[config.mk]
export PLATFORM = sky130hd
export DESIGN_NAME = wiper_step_ctrl
export DESIGN_NICKNAME = d
export VERILOG_FILES = /design/src/rtl/wiper_step_pkg.sv /design/src/rtl/wiper_sync.sv /design/src/rtl/wiper_phase_fsm.sv /design/src/rtl/wiper_pos_reg.sv /design/src/rtl/wiper_step_ctrl.sv
export SDC_FILE = /design/constraint.sdc
export NUM_CORES = 1
export LEC_CHECK = 0
export ABC_AREA = 1
export BUFFER_PORTS_ARGS = -buffer_cell sky130_fd_sc_hd__buf_4
export CAP_MARGIN = 0
export CORE_MARGIN = 5
export CORE_UTILIZATION = 40
export CTS_BUF_LIST = sky130_fd_sc_hd__clkbuf_4
export CTS_CLUSTER_SIZE = 14
export DETAILED_ROUTE_END_ITERATION = 10
export REMOVE_ABC_BUFFERS = 1
export SLEW_MARGIN = 20
export SYNTH_ARGS = -nofsm -noshare
export SYNTH_HDL_FRONTEND = slang
export SYNTH_HIERARCHICAL = 1
export SYNTH_SLANG_ARGS = --single-unit
[constraint.sdc]
create_clock -name clk -period 2.7 [get_ports clk]
set_clock_uncertainty 0.1 [all_clocks]
set_input_delay 0.405 -clock clk [delete_from_list [all_inputs] [get_ports clk]]
set_output_delay 0.405 -clock clk [all_outputs]
set_load 0.05 [all_outputs]
[src/rtl/wiper_step_pkg.sv]
package wiper_step_pkg;
    typedef enum logic {
        PH_WAIT_HIGH = 1'b0,
        PH_WAIT_FALL = 1'b1
    } phase_t;

    typedef enum logic [1:0] {
        ACT_NONE = 2'd0,
        ACT_INC  = 2'd1,
        ACT_DEC  = 2'd2
    } step_act_t;
endpackage

[src/rtl/wiper_sync.sv]
module wiper_sync #(
    parameter int           WIDTH   = 3,
    parameter int           STAGES  = 2,
    parameter logic [WIDTH-1:0] RST_VAL = '0
) (
    input  logic             clk,
    input  logic             rst,
    input  logic [WIDTH-1:0] async_in,
    output logic [WIDTH-1:0] sync_out
);
    logic [WIDTH-1:0] stage_q [STAGES];

    always_ff @(posedge clk) begin
        if (rst) stage_q[0] <= RST_VAL;
        else     stage_q[0] <= async_in;
    end

    for (genvar g = 1; g < STAGES; g++) begin : g_stage
        always_ff @(posedge clk) begin
            if (rst) stage_q[g] <= RST_VAL;
            else     stage_q[g] <= stage_q[g-1];
        end
    end

    assign sync_out = stage_q[STAGES-1];
endmodule

[src/rtl/wiper_phase_fsm.sv]
module wiper_phase_fsm
    import wiper_step_pkg::*;
(
    input  logic      clk,
    input  logic      rst,
    input  logic      clk_s,
    input  logic      csn_s,
    input  logic      up_s,
    output step_act_t act
);
    phase_t state_q, state_d;

    always_comb begin
        state_d = state_q;
        unique case (state_q)
            PH_WAIT_HIGH: if (clk_s)  state_d = PH_WAIT_FALL;
            PH_WAIT_FALL: if (!clk_s) state_d = PH_WAIT_HIGH;
        endcase
    end

    always_ff @(posedge clk) begin
        if (rst) state_q <= PH_WAIT_HIGH;
        else     state_q <= state_d;
    end

    always_comb begin
        act = ACT_NONE;
        unique case (state_q)
            PH_WAIT_HIGH: act = ACT_NONE;
            PH_WAIT_FALL: begin
                if (!clk_s && !csn_s) act = up_s ? ACT_INC : ACT_DEC;
            end
        endcase
    end
endmodule

[src/rtl/wiper_pos_reg.sv]
module wiper_pos_reg
    import wiper_step_pkg::*;
#(
    parameter int POS_W  = 6,
    localparam int COMP_W = POS_W + 1
) (
    input  logic              clk,
    input  logic              rst,
    input  step_act_t         act,
    output logic [POS_W-1:0]  pos,
    output logic [COMP_W-1:0] comp,
    output logic              done
);
    localparam logic [POS_W-1:0]  POS_MAX = {POS_W{1'b1}};
    localparam logic [POS_W-1:0]  POS_MID = POS_W'(1 << (POS_W - 1));
    localparam logic [COMP_W-1:0] FULL    = COMP_W'(1 << POS_W);

    logic [POS_W-1:0] pos_d;
    logic             moved;

    always_comb begin
        pos_d = pos;
        moved = 1'b0;
        unique case (act)
            ACT_INC: if (pos != POS_MAX) begin pos_d = pos + 1'b1; moved = 1'b1; end
            ACT_DEC: if (pos != '0)      begin pos_d = pos - 1'b1; moved = 1'b1; end
            default: ;
        endcase
    end

    always_ff @(posedge clk) begin
        if (rst) begin
            pos  <= POS_MID;
            comp <= FULL - {1'b0, POS_MID};
            done <= 1'b0;
        end else begin
            pos  <= pos_d;
            comp <= FULL - {1'b0, pos_d};
            done <= moved;
        end
    end
endmodule

[src/rtl/wiper_step_ctrl.sv]
module wiper_step_ctrl
    import wiper_step_pkg::*;
#(
    parameter int POS_W    = 6,
    parameter int SYNC_LEN = 2,
    localparam int COMP_W  = POS_W + 1
) (
    input  logic              clk,
    input  logic              rst,
    input  logic              sel_n,
    input  logic              step_clk,
    input  logic              dir_up,
    output logic [POS_W-1:0]  wiper_code,
    output logic [COMP_W-1:0] comp_code,
    output logic              step_done
);
    logic [2:0] pins_s;
    logic       csn_s, clk_s, up_s;
    step_act_t  act;

    wiper_sync #(.WIDTH(3), .STAGES(SYNC_LEN), .RST_VAL(3'b100)) u_sync (
        .clk      (clk),
        .rst      (rst),
        .async_in ({sel_n, step_clk, dir_up}),
        .sync_out (pins_s)
    );

    assign csn_s = pins_s[2];
    assign clk_s = pins_s[1];
    assign up_s  = pins_s[0];

    wiper_phase_fsm u_fsm (
        .clk   (clk),
        .rst   (rst),
        .clk_s (clk_s),
        .csn_s (csn_s),
        .up_s  (up_s),
        .act   (act)
    );

    wiper_pos_reg #(.POS_W(POS_W)) u_pos (
        .clk  (clk),
        .rst  (rst),
        .act  (act),
        .pos  (wiper_code),
        .comp (comp_code),
        .done (step_done)
    );
endmodule

==> results of run 1 <==
[layout by cell type, fill, tap and decap left out, types with 2 or more instances in the layout]
master    netlist  routed
nand3_1        15      15
nor2_1         21      21
inv_1          21      21
nand2_2         7       7
nand3_2         2       2
nand4_1         5       5
dfxtp_1        20      20
nand2_1        43      43
nand2_4         2       2
clkbuf_4        0       3
a21oi_1         2       2
inv_2           7       7
buf_4           1      18
ha_1            6       6
o21ai_1         4       4
[flip-flops by register name (all words and copies together), names as in the netlist]
name	cells
u_sync/stage_q	6
u_pos/done	1
u_pos/pos	6
u_pos/comp	6
u_fsm/state_q	1
[power groups by stage]
stage          logic (mW)  clock network, mW  registers [mW]
3_3_place_gp       0.0354                  0           0.311
6_report           0.0357              0.141           0.305
4_1_cts            0.0360              0.148           0.305
5_1_grt            0.0403              0.163           0.306
2_1_floorplan      0.0153                  0           0.318
3_5_place_dp       0.0359                  0           0.312
[cells in the mapped netlist, drive strengths merged]
cell type	number
dfxtp	20
nor3	1
a21oi	2
o21bai	1
or2	2
nor2	23
buf	2
nand2	52
nand4	5
xor2	1
o21ai	5
clkbuf	1
inv	28
nand3	18
ha	6
[layer usage]
layer	part of all wire	vias to the layer above	wire (um)
met3	0.047	4	114
met5	0	-	0
met4	0.023	0	55
met1	0.50	491	1190
met2	0.43	25	1041
li1	-	550	-
[per-stage QoR]
step / cell area, um2 / worst slack, ns / util / hold slack [ns] / power (mW)
2_1_floorplan: 1121 / 0.003125 / - / 0.2865 / 0.3337
3_3_place_gp: 1295 / 0.5657 / 0.4696 / 0.2917 / 0.3468
3_5_place_dp: 1295 / 0.5088 / 0.4696 / 0.2971 / 0.3475
4_1_cts: 1321 / 0.4852 / 0.4791 / 0.1810 / 0.4888
5_1_grt: 1321 / 0.2158 / 0.4791 / 0.1694 / 0.5087
6_report: 1321 / 0.4782 / 0.4791 / 0.1876 / 0.4811
[worst max-delay path, delay by kind of cell, from the launching register on]
kind                       cells  cell delay [ns]
AOI/OAI and AO/OA              1             0.13
DFF                            1             0.32
buffers and inverters          6             0.50
and+or+nand+nor                7             0.57
adders and majority gates      2             0.52
[cell families (layout without fill, tap and decap cells)]
group / after synthesis / count (layout) / synth area share
XOR/XNOR: 1 / 1 / 0.007660
AO/OA/AOI/OAI: 8 / 8 / 0.04048
adder cells (fa/ha/maj): 6 / 6 / 0.06564
flip-flops: 20 / 20 / 0.3501
buffers and inverters: 31 / 50 / 0.1116
AND/OR/NAND/NOR: 101 / 101 / 0.4245
[worst paths after layout]
check                                     startpoint                   end  slack (ns)  cells after the start
worst max register to register  u_sync/stage_q[1][1]         u_pos/comp[4]        0.48                     16
worst min-delay path                           sel_n  u_sync/stage_q[0][2]        0.19                      3
worst max-delay path            u_sync/stage_q[1][1]         u_pos/comp[4]        0.48                     16
worst min register to register  u_sync/stage_q[0][0]  u_sync/stage_q[1][0]        0.31                      2
[area by class of cell]
| cell class | count | area [um2] | area share |
|---|---|---|---|
| Sequential cell | 20 | 400.4 | 0.3030 |
| Clock buffer | 3 | 22.52 | 0.01705 |
| Multi-Input combinational cell | 116 | 615.6 | 0.4659 |
| Inverter | 28 | 105.1 | 0.07955 |
| Timing Repair Buffer | 18 | 135.1 | 0.1023 |
| Tap cell | 31 | 38.79 | 0.02936 |
| Clock inverter | 1 | 3.754 | 0.002841 |
==> impl_metrics.yaml, run 1 <==
drt:
  route.detailed.drc: 0
  wl_um: 2401
  avgRoutedWirePerCell_um: 11.06
  drt_first_iter_violations: 51
  postRouteAntennaNets: 0
  dr.pass1.iters: 4
  viasPerCell: 4.931
  vias: 1070
clock_network:
  ctsHoldBuffers: 0
  postCtsSetupBuffers: 0
  numCtsBuffers: 3
  cts_tree: "yes"
  worst_skew_pair.late_latency_ns: 0.30
  cts.reportedPaths.clkPinSlew_ns: 0.11
  cts_max_level: 1
  cts_resized: 0
  cts_buffer_depth: 2
  clockRootBuffer: "clkbuf_4"
  cts.sinks: 20
finish:
  stdcell_count: 217
  layout-drive-gt1-share: 0.2366
  area_growth_pct: 15.54
  diodes: 0
  nFillCells: 298
  nets: 198
power:
  p_int_mw: 0.3683
  combPwrFrac: 0.074
  clock_power_share: 0.292
  switching_share: 0.2344
  p_sw_mw: 0.1128
  leakage_nw: 0.6771
  peakVddDrop_mv: 0.3132
  powerDensity_nw_per_um2: 364.1
  seq_power_share: 0.633
global_route:
  antenna_found_initial: 0
  grt_start_max_net_pins: 15
  grt_overflow: 0
  top_usage_layer: "met2"
  grt_pass1_wl_um: 4278
  grt_usage: 0.1322
  use_met1: 0.1690
  met2_usage: 0.2005
  met3_usage: 0.02664
  grt_pass1_vias: 986
place:
  dp_cells: 213
  dp_hpwl_um: 1871
  port_buffers: 18
  place_congestion: 0.9518
worst_setup_path:
  crit_path_top_delay_cell: "ha_1"
  start_kind: "register"
  crit_chain: "inv_2 > nand2_2 > nor2_1 > inv_1 > ha_1 > inv_1 > nand2_1 > inv_2 > nand2_1 > nand2_1 > nand2_2 > inv_2 > ha_1 > nand3_1 > o21ai_1 > inv_1"
  cp_max_fo: 8
  critPathRequiredTime_ns: 2.81
  worst-setup-path-type: "register to register"
  crit_path_end_kind: "register"
  cp.arrival_ns: 2.33
  crit_path_max_incr_delay_ns: 0.33
yosys:
  avgSynthCellArea_um2: 6.848
  ys_seq_area_frac: 0.3501
  ys_ff_latch: 20
  synth-warning-count: 6
  synthCells: 167
  syn_area_um2: 1144
  synth_area_leader_cell: "dfxtp_1"
  synth.distinct_cells: 25
  yosysTopAreaCellShare: 0.3501
  ys_top_cells_by_area: "dfxtp_1, nand2_1, inv_1"
timing:
  setup_viol: 0
  rsz0062_at_grt: "false"
  fin_crit_sh: 0.8229
  relSlewSlack: 0.7083
  setup_tns_ns: 0
  hold_viol_final: 0
  tightest_slew_ns: 0.4369
  finalCriticalPeriod_ns: 2.222
  fmax_ghz: 0.4501
  drv_slew: 0
die:
  io-pin-count: 19
  start_util: 0.4147
  fp.dieW_um: 63.47
  coreArea_um2: 2758
  rows: 19
  die-area_um2: 4028
  die_h_um: 63.47
run:
  maxCapViolCount: 0
worst_hold_path:
  min_path_type: "input pin to register"
run_status:
  status: "finished, final reports clean"
No activity file was read; power rests on OpenSTA's default activity.
==> run 2: changes to the inputs <==
==> constraint.sdc (replaced) <==
create_clock -name clk -period 2.2 [get_ports clk]
set_clock_uncertainty 0.1 [all_clocks]
set_input_delay 0.33 -clock clk [delete_from_list [all_inputs] [get_ports clk]]
set_output_delay 0.33 -clock clk [all_outputs]
set_load 0.05 [all_outputs]
==> impl_metrics.yaml, run 2 (same netlist as run 1, synthesis figures left out) <==
clock_network:
  cts.sinks: 20
  cts_buffer_depth: 2
  cts_tree: "yes"
  ctsHoldBuffers: 0
  cts.reportedPaths.clkPinSlew_ns: 0.11
  worst_skew_pair.late_latency_ns: 0.30
  numCtsBuffers: 3
  cts_max_level: 1
  clockRootBuffer: "clkbuf_4"
place:
  place_congestion: 0.9254
  preCtsSetupSlack_ns: 0.02817
  dp_hpwl_um: 1973
  port_buffers: 18
finish:
  final_util: 0.5218
  layout-drive-gt1-share: 0.3194
  diodes: 0
  layout_commonest_cell: "nand2_1"
  area_growth_pct: 25.82
  nets: 203
  layout_common_cells: "nand2_1, buf_4, inv_1"
  reg_top3: "u_pos/comp: 6 flops, u_pos/pos: 6 flops, u_sync/stage_q: 6 flops"
run:
  maxCapViolCount: 0
worst_setup_path:
  path_delay_family: "simple AND/OR/NAND/NOR gates"
  critPathRequiredTime_ns: 2.30
  regToRegSetupSlack_ns: 0.16
  crit_path_end_kind: "register"
  cp.arrival_ns: 2.14
  r2r_cells: 15
  endpoint: "u_pos/comp[4]"
  worst-setup-path-type: "register to register"
  crit_start: "u_sync/stage_q[1][1]"
  cp_max_fo: 4
  crit_path_max_incr_delay_ns: 0.32
  crit_chain: "inv_2 > nand2_2 > nor2_2 > ha_2 > inv_1 > o21bai_2 > nand2_1 > nand3_1 > nand2_2 > inv_2 > ha_4 > nand3_2 > nand2_1 > o21ai_2 > inv_1"
  r2r-start: "u_sync/stage_q[1][1]"
  r2r_end: "u_pos/comp[4]"
  crit_path_top_delay_cell: "dfxtp_1"
  path_buf_inv: 4
  path_depth: 15
  start_kind: "register"
global_route:
  grt_overflow: 0
  grt_pass1_wl_um: 4195
  grt_pass1_vias: 1049
  grt_start_max_net_pins: 15
  antenna_found_initial: 0
  grt_usage: 0.1248
timing:
  hold_viol_final: 0
  relSlewSlack: 0.7062
  setup_viol: 0
  fmax_ghz: 0.4913
  setup_ws_ns: 0.1644
  finalCriticalPeriod_ns: 2.036
  tightest_slew_ns: 0.4400
  drv_slew: 0
  fin_crit_sh: 0.9253
drt:
  vias: 1098
  avgRoutedWirePerCell_um: 11.52
  dr.pass1.iters: 4
  route.detailed.drc: 0
  drt_first_iter_violations: 62
  wl_um: 2557
  viasPerCell: 4.946
  postRouteAntennaNets: 0
worst_hold_path:
  min_path_type: "input pin to register"
  hold_path_depth: 3
die:
  io-pin-count: 19
  rows: 19
  start_util: 0.4147
  fp.dieW_um: 63.47
  die_h_um: 63.47
  die-area_um2: 4028
  coreArea_um2: 2758
power:
  switching_share: 0.2012
  powerDensity_nw_per_um2: 497.1
  leakage_nw: 0.7290
  p_sw_mw: 0.1439
  combPwrFrac: 0.066
  p_int_mw: 0.5713
  clock_power_share: 0.411
  seq_power_share: 0.523
  peakVddDrop_mv: 0.4409
run_status:
  status: "finished, final reports clean"
## run 2: cell count changes in the layout (fill, tap and decap cells not counted), sizes merged
| cell | before | now |
|---|---|---|
| bufinv | 0 | 1 |
| buf | 18 | 23 |
| clkinv | 1 | 0 |
## run 2: layer usage
metal  vias up  wire length [um]  track usage
li1        565                 -            -
met1       483              1099       0.1514
met2        48              1245       0.2018
met3         2               211      0.03197
met4         0                 1      0.06234
met5         -                 0            0
## run 2: final cells by class
class,instances,area (um2)
Inverter,28,105.1
Tap cell,31,38.79
Sequential cell,20,402.9
Fill cell,273,1319
Multi-Input combinational cell,116,666.9
Clock buffer,3,22.52
Clock inverter,1,30.03
Timing Repair Buffer,23,172.7
## run 2: through the flow
| stage | cells | setup TNS [ns] | cell area, um2 | hold slack, ns | power (mW) |
|---|---|---|---|---|---|
| 2_1_floorplan | 164 | -2.535 | 1121 | 0.2865 | 0.4095 |
| 6_report | 222 | 0 | 1439 | 0.1077 | 0.7153 |
| 3_5_place_dp | 218 | 0 | 1333 | 0.2936 | 0.4272 |
| 3_3_place_gp | 218 | 0 | 1333 | 0.2919 | 0.4262 |
| 5_1_grt | 222 | -0.01707 | 1439 | 0.07868 | 0.7506 |
| 4_1_cts | 222 | 0 | 1385 | 0.09889 | 0.7236 |
## run 2: what timing repair did
action / 4_1_cts / 5_1_grt
endpoints found under the setup margin: 0 / 6
resized for setup: 0 / 13
buffers inserted: 0 / 0
## run 2: worst min path at each step
stage | to | from | slack (ns)
finish | u_sync/stage_q[0][2] | sel_n | 0.11
global route | u_sync/stage_q[0][2] | sel_n | 0.08
CTS | u_sync/stage_q[0][2] | sel_n | 0.1
detailed placement | u_sync/stage_q[1][0] | u_sync/stage_q[0][0] | 0.29
global placement | u_sync/stage_q[1][2] | u_sync/stage_q[0][2] | 0.29
floorplan | u_sync/stage_q[1][2] | u_sync/stage_q[0][2] | 0.29
## run 2: power by group through the flow
| stage | Clock, mW | Sequential (mW) | Combinational, mW |
|---|---|---|---|
| 6_report | 0.294 | 0.374 | 0.0471 |
| 5_1_grt | 0.324 | 0.375 | 0.0519 |
| 4_1_cts | 0.304 | 0.374 | 0.0452 |
| 3_5_place_dp | 0 | 0.382 | 0.0451 |
| 3_3_place_gp | 0 | 0.382 | 0.0443 |
| 2_1_floorplan | 0 | 0.391 | 0.0188 |
## run 2: worst min-delay path: stages
cell and delay, ns:
buf_4 0.07, inv_1 0.03, nand2_1 0.05
==> run 3: changes to the inputs <==
==> constraint.sdc (replaced) <==
create_clock -name clk -period 1.7 [get_ports clk]
set_clock_uncertainty 0.1 [all_clocks]
set_input_delay 0.255 -clock clk [delete_from_list [all_inputs] [get_ports clk]]
set_output_delay 0.255 -clock clk [all_outputs]
set_load 0.05 [all_outputs]
==> impl_metrics.yaml, run 3 (same netlist as run 1, synthesis figures left out) <==
finish:
  nFillCells: 232
  layout_commonest_cell: "buf_4"
  stdcell_area_um2: 1829
  stdcell_count: 252
  nets: 233
  diodes: 0
  reg_top3: "u_pos/comp: 6 flops, u_pos/pos: 6 flops, u_sync/stage_q: 6 flops"
  final_util: 0.6633
  layout-drive-gt1-share: 0.5520
  seq_area_um2: 406.6
  multiInputGateArea_um2: 820.8
  layout_common_cells: "buf_4, nand2_1, dfxtp_1"
  area_growth_pct: 59.96
worst_setup_path:
  r2r_cells: 14
  crit_path_end_kind: "register"
  cp.arrival_ns: 2.02
  crit_path_top_delay_cell: "dfxtp_2"
  regToRegSetupSlack_ns: -0.23
  crit_chain: "nand2_2 > nor2_4 > inv_2 > ha_4 > buf_4 > buf_4 > nand3_2 > nand3_2 > nand2_4 > nand2_4 > nor2_4 > nand2_1 > nand2_1 > nand2_1"
  cp_max_fo: 5
  cpMostUsedCell: "nand2_1"
  worst-setup-path-type: "register to register"
  r2r-start: "u_fsm/state_q"
  crit_path_max_incr_delay_ns: 0.37
  critPathRequiredTime_ns: 1.79
  start_kind: "register"
  r2r_end: "u_pos/comp[5]"
clock_network:
  cts.sinks: 20
  cts_tree: "yes"
  cts_buffer_depth: 2
  clockRootBuffer: "clkbuf_4"
  ctsHoldBuffers: 0
  numCtsBuffers: 3
  worst_skew_pair.late_latency_ns: 0.29
  cts_max_level: 1
  cts.reportedPaths.clkPinSlew_ns: 0.11
place:
  port_buffers: 18
  dp_cells: 240
  preCtsSetupSlack_ns: -0.4154
  place_congestion: 0.8931
  place_area_um2: 1498
  dp_hpwl_um: 2353
timing:
  setup_tns_ns: -1.195
  tightest_slew_ns: 0.2593
  finalCriticalPeriod_ns: 1.931
  fin_crit_sh: 1.136
  relSlewSlack: 0.8265
  rsz0062_at_grt: "true"
  fin_hold_ws_ns: 0.03939
  setup_viol: 8
  drv_slew: 0
  hold_viol_final: 0
  fmax_ghz: 0.5178
  setup_ws_ns: -0.2313
drt:
  vias: 1221
  wl_met3_um: 125
  m1WireLength_um: 1385
  drt_first_iter_violations: 68
  route.detailed.drc: 0
  avgRoutedWirePerCell_um: 13.19
  wl_um: 3324
  highest_layer: "met4"
  wl_met2_um: 1718
  viasPerCell: 4.845
  dr.pass1.iters: 5
  postRouteAntennaNets: 0
die:
  rows: 19
  fp.dieW_um: 63.47
  io-pin-count: 19
  die-area_um2: 4028
  die_h_um: 63.47
  coreArea_um2: 2758
  start_util: 0.4147
power:
  total_power_mw: 0.7768
  peakVddDrop_mv: 0.4547
  powerDensity_nw_per_um2: 424.6
  leakage_nw: 0.8711
global_route:
  grt_start_max_net_pins: 15
  grt_overflow: 0
  grt_usage: 0.1677
  grt_pass1_vias: 1223
  antenna_found_initial: 0
  grt_pass1_wl_um: 5526
run:
  maxCapViolCount: 0
worst_hold_path:
  min_path_type: "input pin to register"
  hold_path_depth: 3
  min_to: "u_sync/stage_q[0][2]"
  hold_start: "sel_n"
run_status:
  status: "finished, violations left"
  failed_checks: "negative setup slack"
run 3: power by group:
| part | leakage [nW] | internal, mW | total (mW) | switching [mW] |
|---|---|---|---|---|
| Combinational | 0.691 | 0.0281 | 0.0749 | 0.0468 |
| Sequential | 0.165 | 0.479 | 0.485 | 0.00514 |
| Clock | 0.0154 | 0.0852 | 0.217 | 0.132 |
| Total | 0.871 | 0.593 | 0.777 | 0.184 |
run 3: critical path, delay by kind of cell, from the launching register on:
kind	cells	cell delay (ns)
and+or+nand+nor	10	0.87
DFF	1	0.37
buffers and inverters	3	0.32
adders and majority gates	1	0.17
run 3: final cells by class:
| class | count | area share |
|---|---|---|
| multi-input cells | 116 | 0.4487 |
| repair buffers | 53 | 0.2319 |
| clock buffers | 3 | 0.01231 |
| inverters | 28 | 0.06156 |
| flip-flops and latches | 20 | 0.2223 |
| clock inverters | 1 | 0.002052 |
| well taps | 31 | 0.02120 |
run 3: layer usage:
layer	GRT usage	vias to the layer above
met4	0.08571	0
met1	0.2048	550
li1	-	622
met3	0.02309	11
met5	0	-
met2	0.2830	38
run 3: worst max-delay path by stage:
stage,startpoint,cells after the start,endpoint,slack [ns]
after global placement,u_sync/stage_q[1][1],16,u_pos/comp[4],-0.30
after global routing,u_fsm/state_q,15,u_pos/comp[4],-0.34
after floorplan,u_pos/pos[0],15,u_pos/comp[4],-1.0
final,u_fsm/state_q,14,u_pos/comp[5],-0.23
after detailed placement,u_sync/stage_q[1][1],16,u_pos/comp[4],-0.42
after CTS,u_sync/stage_q[1][1],17,u_pos/comp[5],-0.24
run 3: repair_timing:
action	in CTS	in global routing
setup buffers	8	1
resized for setup	32	37
pin swaps	12	21
setup endpoints to repair	11	13
